**src/rtl/alu_depth_pipe.sv**
```systemverilog
module alu_depth_pipe #(
  parameter int W = 16,
  parameter int N = 10
) (
  input  logic         clk,
  input  logic         rst,
  input  logic         in_valid,
  output logic         in_ready,
  input  logic [W-1:0] in_data,
  input  logic         mode_sel,
  input  logic         mode_req,
  output logic         out_valid,
  output logic [W-1:0] out_data,
  output logic         busy,
  output logic         shallow
);

  logic [W-1:0] d_q [N];
  logic         v_q [N];
  logic [W-1:0] d_o [N];
  logic         v_o [N];
  logic         pend, target, idle;

  assign in_ready = ~pend;
  assign busy     = pend;

  for (genvar k = 0; k < N; k++) begin : g_stage
    logic [W-1:0] sum;
    logic         sv;
    if (k == 0) begin : g_head
      assign sum = in_data + W'(2*k+1);
      assign sv  = in_valid & ~pend;
    end else begin : g_body
      assign sum = d_o[k-1] + W'(2*k+1);
      assign sv  = v_o[k-1];
    end

    always_ff @(posedge clk) begin
      if (rst)                      v_q[k] <= 1'b0;
      else if ((k % 2 == 1) && shallow) v_q[k] <= 1'b0;
      else                          v_q[k] <= sv;
      d_q[k] <= sum;
    end

    if (k % 2 == 1) begin : g_byp
      assign d_o[k] = shallow ? sum : d_q[k];
      assign v_o[k] = shallow ? sv  : v_q[k];
    end else begin : g_fix
      assign d_o[k] = d_q[k];
      assign v_o[k] = v_q[k];
    end
  end

  always_comb begin
    idle = 1'b1;
    for (int i = 0; i < N; i++) if (v_q[i]) idle = 1'b0;
  end

  always_ff @(posedge clk) begin
    if (rst) begin
      pend    <= 1'b0;
      target  <= 1'b0;
      shallow <= 1'b0;
    end else if (pend && idle) begin
      shallow <= target;
      pend    <= 1'b0;
    end else if (mode_req && !pend) begin
      pend   <= 1'b1;
      target <= mode_sel;
    end
  end

  assign out_valid = v_o[N-1];
  assign out_data  = d_o[N-1];

endmodule


```
**config.mk**
```make
export PLATFORM = sky130hd
export DESIGN_NAME = alu_depth_pipe
export DESIGN_NICKNAME = d
export VERILOG_FILES = /design/src/rtl/alu_depth_pipe.sv
export SDC_FILE = /design/constraint.sdc
export NUM_CORES = 1
export LEC_CHECK = 0
export BUFFER_PORTS_ARGS = -buffer_cell sky130_fd_sc_hd__buf_2
export CAP_MARGIN = 20
export CORE_MARGIN = 3
export CORE_UTILIZATION = 40
export DETAILED_ROUTE_END_ITERATION = 16
export GPL_ROUTABILITY_DRIVEN = 0
export PLACE_DENSITY = 0.7
export SETUP_SLACK_MARGIN = 0.15
export SLEW_MARGIN = 20
export SYNTH_ARGS = -nofsm -noshare
export SYNTH_HDL_FRONTEND = slang
export SYNTH_SLANG_ARGS = --single-unit
```
**constraint.sdc**
```tcl
create_clock -name clk -period 3.5 [get_ports clk]
set_clock_uncertainty 0.2 [all_clocks]
set_input_delay 0.35 -clock clk [delete_from_list [all_inputs] [get_ports clk]]
set_output_delay 0.35 -clock clk [all_outputs]
set_load 0.005 [all_outputs]
```
### Word-level counts from Yosys, hierarchy flattened

Memory sizes are Yosys's and may differ from the RTL's.
Index checks and enable logic that the tools add are counted.

| storage, ports and cells | value |
|---|---|
| register bits after elaboration | 3 |
| bits in writable memories | 170 |
| input bits | 21 |
| output and inout port bits | 20 |
| word-level logic and storage cells | 82 |
| memories kept | 2 |

| operators by class | value |
|---|---|
| add/subtract/negate cells | 10 |
| muxes and demuxes | 44 |
| bitwise gates (word level) | 18 |
| reductions and logical operators | 5 |

Memories:

| name | depth | width | read ports | clocked after Yosys merged registers in | wr ports | RTL line | RTL |
|---|---|---|---|---|---|---|---|
| d_q | 10 | 16 | 10 | 0 | 10 | 18 | `logic [W-1:0] d_q [N];` |
| v_q | 10 | 1 | 10 | 0 | 10 | 19 | `logic v_q [N];` |

Operators by type and width:

| cell | number |
|---|---|
| $mux 16 | 5 |
| $add 16x4->16 const B | 4 |
| $mux 1 | 39 |
| $add 16x3->16 const B | 2 |
| $add 16x5->16 const B | 2 |
| $add 16x1->16 const B | 1 |
| $add 16x2->16 const B | 1 |
| $or 1x1->1 | 15 |
| $logic_and 1x1->1 | 2 |
| $not 1->1 | 2 |
| $reduce_and 2->1 | 1 |
| $reduce_or 2->1 | 1 |
| $and 1x1->1 | 1 |
| $logic_not 1->1 | 1 |

### Depth between registers and ports, before layout

Gate-level depths: netlist of the first run.

| logic depth | value |
|---|---|
| word-level depth | 13 |
| mapped depth | 15 |
| mapped depth without buffers | 10 |

### Least setup slack after synthesis of the first run

OpenSTA, ideal clock, no wires.

| timing path | value |
|---|---|
| path type | register to register |
| start point | register shallow |
| end point | memory d_q[2][10] |
| data arrival time | 3.315 ns |
| required time | 3.228 ns |
| path slack | -0.087 ns |
| cell stages (with the launch flop) | 15 |
| cells stage by stage | dfxtp_1 > buf_2 > buf_2 > buf_2 > buf_2 > buf_2 > buf_1 > o21ai_0 > inv_1 > ha_1 > nor2b_1 > or4_1 > nand2b_4 > nor4b_2 > xor2_1 |

RTL lines:

| element | RTL line | RTL |
|---|---|---|
| start: declaration | 15 | `output logic shallow` |
| start signal: assignment | 65 | `shallow <= target;` |
| end: declaration | 18 |  |

==> results.sh, run 1 <==
export IMPL_met3_length_um=419
export IMPL_remaining_drc_errors=0
export IMPL_critPathArrivalTime_ns=3.11
export IMPL_met2_length_mm=7.38
export IMPL_synth_avg_cell_area_um2=9.52
export IMPL_routed_wl_mm=13.9
export IMPL_dr_pass1_iters=5
export IMPL_num_vias=5754
export IMPL_critPathCaptureType="register"
export IMPL_rsz0062_at_grt="no"
export IMPL_synth_top_cell_area_share=0.419
export IMPL_layout_drive_gt1_share=0.142
export IMPL_post_synth_top_area_cell="dfxtp_1"
export IMPL_tritoncts_num_buffers=17
export IMPL_power_mw=6.58
export IMPL_max_freq_ghz=0.332
export IMPL_worstSetupPathType="reg2reg"
export IMPL_start_kind="register"
export IMPL_area_used_by_multi_input_combinational_logic_um2=4120
export IMPL_detail_route_antenna_nets=0
export IMPL_antenna_cells=0
export IMPL_ys_warnings_count=0
export IMPL_path_max_fanout=6
export IMPL_clock_root_buffer_master="clkbuf_16"
export IMPL_grt_overflow_total=0
export IMPL_share_of_the_yosys_chip_area_belonging_to_registers=0.438
export IMPL_global_route_usage_total=0.134
export IMPL_floorplan_initialDensity=0.409
export IMPL_grt_pass1_wl_mm=24.3
export IMPL_antenna_violations_before_repair=0
export IMPL_synthSimpleGateAreaFrac=0.189
export IMPL_postSynthRegisterBits=173
export IMPL_net_switching_power_mw=2.11
export IMPL_critical_path_buf_inv_count=1
export IMPL_synth_flop_cell="dfxtp_1"
export IMPL_setup_viol_count_final=0
export IMPL_first_global_vias=5718
export IMPL_final_instance_count_excl_fill=1174
export IMPL_synth_top_cells_by_area="dfxtp_1 (42%), xnor2_1 (9.5%), xor2_1 (4.6%)"
export IMPL_power_share_sequential=0.435
export IMPL_clock_insertion_delay_worst_skew_ns=0.43
export IMPL_mappedNetlistArea_um2=8020
export IMPL_outcome="complete, no violations"
export IMPL_compound_gate_portion_of_the_synthesized_area=0.102
export IMPL_internal_power_mw=4.47
export IMPL_tns_ns=0
export IMPL_vias_per_cell=4.90
export IMPL_nNetsFinal=927
export IMPL_xor_xnor_share_of_the_synthesized_area=0.141
export IMPL_cp_slowest_stage_delay_ns=0.49
export IMPL_post_place_cells=1117
export IMPL_ctsLongestPathBuffers=2
export IMPL_core_rowCount=51
export IMPL_num_io_pins=41
export IMPL_clk_pin_slew_worst_paths_ns=0.07
export IMPL_postSynth_asyncResetShare=0
export IMPL_max_cap_violations=0
export IMPL_power_leakage_nw=3.65
export IMPL_critical_path_top_delay_family="compound AO/OA/AOI/OAI gates"
export IMPL_power_share_clock=0.289
export IMPL_grt_max_degree=67
export IMPL_timing_max_transition_violations_final=0
export IMPL_min_period_over_period=0.860
export IMPL_worstPathCellList="inv_1 -> ha_1 -> or3b_2 -> a211oi_1 -> a2111oi_0 -> o2bb2ai_1 -> nor3_1 -> xnor2_1 -> mux2i_1"
export IMPL_yosys_mux_area_fraction=0.0635
export IMPL_route_detailed_wl_per_inst_um=11.8
export IMPL_dieHeight_um=148
export IMPL_ctsResizeCount=0
export IMPL_power_density_nw_per_um2=712
export IMPL_synth_adder_area_share=0.0156
export IMPL_final_period_minus_worst_setup_slack_ns=3.01
export IMPL_sw_frac=0.321
export IMPL_comb_power_share=0.276
export IMPL_synth_edff_count=5
export IMPL_vdd_drop_max_uv=398
export IMPL_filler_cell_count=1814
export IMPL_netlist_instances=842
export IMPL_synth_top_family_by_area="simple AND/OR/NAND/NOR gates"
export IMPL_cts_max_level=4
export IMPL_floorplan_die_area_um2=21800
export IMPL_tritoncts="built"
export IMPL_required_ns=3.60
export IMPL_routed_top_layer="met4"
export IMPL_worst_slew_margin_rel=0.545
export IMPL_dp_hpwl_mm=9.54
export IMPL_min_delay_path_class="in2reg"
export IMPL_core_region_area_um2=19600
export IMPL_post_synth_num_cell_types=71
export IMPL_m1WireLength_mm=5.93
export IMPL_clock_sinks=173
export IMPL_detail_route_iter0_violations=161
export IMPL_port_buffer_count=40
export IMPL_final_hold_violation_count=0
export IMPL_sequential_cell_area_um2=3520
export IMPL_worst_pin_slew_ns=0.676
export IMPL_fp_dieW_um=148
export IMPL_p_r_area_growth_vs_syn_pct=15.3
export IMPL_cp_slowest_cell="a211oi_1"
what timing repair did:
item	in CTS	in global routing
hold buffers	22	0
buffers inserted	0	3
endpoints found under the hold margin	23	0
endpoints found under the setup margin	0	1
flip-flops by register name, summed over array words and instances (netlist names):
register	flops
target	1
shallow	1
v_q	10
busy	1
d_q	160
layer usage:
metal	GRT usage	vias up
met1	0.136	2632
met5	0	-
met3	0.0328	16
met2	0.265	69
li1	-	3037
met4	0.0433	0
worst paths after layout:
kind	end	from	slack [ns]	depth (start not counted)
setup reg to reg	d_q[8][12]	d_q[6][0]	0.49	9
hold / removal	busy	mode_req	0.05	3
setup / recovery	d_q[8][12]	d_q[6][0]	0.49	9
hold reg to reg	d_q[5][0]	d_q[4][0]	0.21	1
cells in the final DEF, fill, tap and decap left out, drive strengths merged, types with 4 or more instances in the layout:
cell / instances
clkinv: 9
or4: 7
buf: 49
o21ai: 17
nand3: 30
nor4: 8
mux2i: 25
a211oi: 6
xor2: 42
o21a: 6
nor4b: 4
o2111ai: 6
nor3: 26
nor2b: 10
nand2b: 5
inv: 50
mux2: 23
and2: 11
a31oi: 10
a21o: 7
or3: 7
dfxtp: 168
edfxtp: 5
nand4: 17
conb: 5
or2: 6
a21oi: 24
nand2: 48
and4: 5
nor2: 68
dlygate4sd3: 22
xnor2: 87
o211ai: 7
clkbuf: 17
and3: 16
ha: 10
o31ai: 7
worst reg2reg max path: cells and delay by family, from the launching register on:
family | cells | cell delay (ns)
xor gates and xnor gates | 1 | 0.17
buffers and inverters | 1 | 0.10
AOI/OAI and AO/OA | 3 | 1.15
DFF | 1 | 0.35
muxes | 1 | 0.09
adders and majority gates | 1 | 0.23
and+or+nand+nor | 2 | 0.60
power groups by stage:
stage / logic [mW] / registers [mW] / clock network, mW
5_1_grt: 2.07 / 2.94 / 2.03
3_5_place_dp: 1.78 / 2.91 / 0
6_report: 1.82 / 2.86 / 1.90
2_1_floorplan: 1.55 / 2.80 / 0
4_1_cts: 1.82 / 2.86 / 1.95
3_3_place_gp: 1.75 / 2.88 / 0
stage by stage:
stage	setup WS [ns]	util	hold WS, ns	cell area (um2)
after floorplan	0.116	-	0.189	8040
after CTS	0.479	0.471	0.0330	9220
after detailed placement	0.506	0.429	0.204	8410
after global routing	0.278	0.472	0.0554	9250
after global placement	0.640	0.429	0.207	8410
final	0.491	0.472	0.0534	9250
final cells by class:
class	instances	share of cell area
sequential	173	0.380
clock inverter	15	0.0185
multi-input combinational	585	0.446
inverter	48	0.0195
timing repair buffer	71	0.0541
tap	265	0.0359
clock buffer	17	0.0460
synth_stat cells, types with 4 or more instances:
master,instances
nand2_1,48
ha_1,10
or4_1,6
and3_1,16
and4_1,5
inv_1,48
mux2i_1,25
dfxtp_1,168
edfxtp_1,5
a31oi_1,8
and2_1,11
mux2_2,23
o21ai_0,17
clkbuf_1,9
a211oi_1,6
o211ai_1,6
nor3_1,26
o31ai_1,7
nor2_1,68
o21a_1,6
nor2b_1,10
xnor2_1,87
nand4_1,16
buf_2,11
nor4_1,6
o2111ai_1,6
buf_1,4
or2_2,5
xor2_1,42
a21oi_1,24
nand3_1,29
nand2b_1,4
buf_4,16
a21o_1,6
or3_1,7
cell families after synthesis:
family                     count (synthesis)
DFF                                      173
other                                      1
AOI/OAI and AO/OA                        115
and+or+nand+nor                          278
xor gates and xnor gates                 129
adders and majority gates                 10
muxes                                     48
buffers and inverters                     88
No activity file was read; power rests on OpenSTA's default activity.
==> inputs of run 2 (changes only) <==
Settings changed: CORE_ASPECT_RATIO set to 0.7.
==> results.sh, run 2 (synthesis results as in run 1) <==
export IMPL_grt_pass1_wl_mm=26.8
export IMPL_ctsResizeCount=0
export IMPL_worstRegToRegCells=9
export IMPL_outcome="complete, no violations"
export IMPL_global_route_usage_total=0.147
export IMPL_fp_dieW_um=175
export IMPL_final_common_cell="dfxtp_1"
export IMPL_min_delay_path_class="in2reg"
export IMPL_final_period_minus_worst_setup_slack_ns=3.03
export IMPL_tritoncts="built"
export IMPL_largest_register_ffs=160
export IMPL_power_density_nw_per_um2=722
export IMPL_required_ns=3.66
export IMPL_floorplan_die_area_um2=21800
export IMPL_core_region_area_um2=19300
export IMPL_net_switching_power_mw=2.19
export IMPL_worst_pin_slew_ns=0.715
export IMPL_cell_area_placed_um2=8420
export IMPL_first_global_vias=5661
export IMPL_min_period_over_period=0.867
export IMPL_antenna_cells=0
export IMPL_final_core_utilization=0.479
export IMPL_layout_drive_gt1_share=0.142
export IMPL_clock_sinks=173
export IMPL_worst_hold_slack_ns=0.0375
export IMPL_dp_hpwl_mm=10.7
export IMPL_critPathArrivalTime_ns=3.19
export IMPL_worst_slew_margin_rel=0.518
export IMPL_power_share_clock=0.291
export IMPL_whs_path_depth=3
export IMPL_cts_max_level=4
export IMPL_num_vias=5900
export IMPL_path_max_fanout=8
export IMPL_p_r_area_growth_vs_syn_pct=15.2
export IMPL_reg2reg_from="d_q[0][0]"
export IMPL_reg2reg_slack_ns=0.47
export IMPL_routed_wl_mm=15.3
export IMPL_worst_flop_to_flop_path_endpoint="d_q[2][15]"
export IMPL_internal_power_mw=4.48
export IMPL_comb_power_share=0.274
export IMPL_ctsLongestPathBuffers=2
export IMPL_grt_overflow_total=0
export IMPL_tritoncts_num_buffers=17
export IMPL_reg_largest_list="d_q: 160 flops, v_q: 10 flops"
export IMPL_cts_setup_buffers=0
export IMPL_max_freq_ghz=0.330
export IMPL_core_rowCount=42
export IMPL_clk_pin_slew_worst_paths_ns=0.07
export IMPL_clock_insertion_delay_worst_skew_ns=0.43
export IMPL_final_hold_violation_count=0
export IMPL_hold_path_sink="busy"
export IMPL_layout_common_cells="dfxtp_1 (167), xnor2_1 (87), nor2_1 (68), inv_1 (48), nand2_1 (48)"
export IMPL_antenna_violations_before_repair=0
export IMPL_vdd_drop_max_uv=465
export IMPL_grt_max_degree=42
export IMPL_setup_viol_count_final=0
export IMPL_nNetsFinal=927
export IMPL_num_io_pins=41
export IMPL_route_detailed_wl_per_inst_um=13.0
export IMPL_dr_pass1_iters=5
export IMPL_remaining_drc_errors=0
export IMPL_cts_hold_buf=21
export IMPL_detail_route_antenna_nets=0
export IMPL_sw_frac=0.328
export IMPL_clock_root_buffer_master="clkbuf_16"
export IMPL_vias_per_cell=5.03
export IMPL_floorplan_initialDensity=0.416
export IMPL_worstSetupPathType="reg2reg"
export IMPL_power_share_sequential=0.435
export IMPL_max_cap_violations=0
export IMPL_critPathCaptureType="register"
export IMPL_largest_register="d_q"
export IMPL_timing_max_transition_violations_final=0
export IMPL_power_leakage_nw=3.65
export IMPL_rsz0062_at_grt="no"
export IMPL_port_buffer_count=40
export IMPL_post_route_cell_area_um2=9240
export IMPL_tns_ns=0
export IMPL_dieHeight_um=124
export IMPL_min_delay_start="mode_req"
export IMPL_detail_route_iter0_violations=421
export IMPL_start_kind="register"
run 2: worst max-delay path: stages, from the launching register on:
cell,delay (ns)
dfxtp_1,0.44
inv_1,0.09
ha_1,0.23
nand3b_2,0.32
or4_1,0.49
a31oi_2,0.31
nand4bb_4,0.17
or2_4,0.27
nor4_2,0.30
xnor2_1,0.14
run 2: final cells by class:
type	instances	area, um2
Fill cell	1760	10000
Multi-Input combinational cell	585	4120
Sequential cell	173	3520
Timing Repair Buffer	71	485
Clock buffer	17	425
Tap cell	264	330
Inverter	48	180
Clock inverter	14	178
run 2: how the worst max path moves through the flow:
stage	cells after the start	start	slack (ns)	endpoint
detailed placement	9	d_q[0][0]	0.51	d_q[2][15]
global placement	9	d_q[6][0]	0.60	d_q[8][14]
global route	9	d_q[6][0]	0.16	d_q[8][12]
floorplan	14	shallow	0.12	d_q[2][10]
finish	9	d_q[0][0]	0.47	d_q[2][15]
CTS	9	d_q[6][0]	0.48	d_q[8][12]
run 2: per-layer routing:
metal,vias to the layer above,GRT usage,wire length (um)
met4,0,0.0422,145
li1,3022,-,-
met1,2767,0.210,8100
met2,98,0.218,6470
met3,13,0.0381,574
met5,-,0,0
run 2: power groups by stage:
stage,registers [mW],clock network (mW),logic (mW)
detailed placement,2.93,0,1.79
CTS,2.90,1.98,1.83
finish,2.90,1.94,1.83
global placement,2.92,0,1.75
global route,2.98,2.08,2.09
floorplan,2.80,0,1.55
run 2: metrics by stage:
step	total power, mW	std cells	worst slack [ns]
after detailed placement	4.72	1120	0.512
after global placement	4.66	1120	0.597
after CTS	6.71	1172	0.475
after global routing	7.14	1172	0.163
after floorplan	4.35	846	0.116
final	6.67	1172	0.466
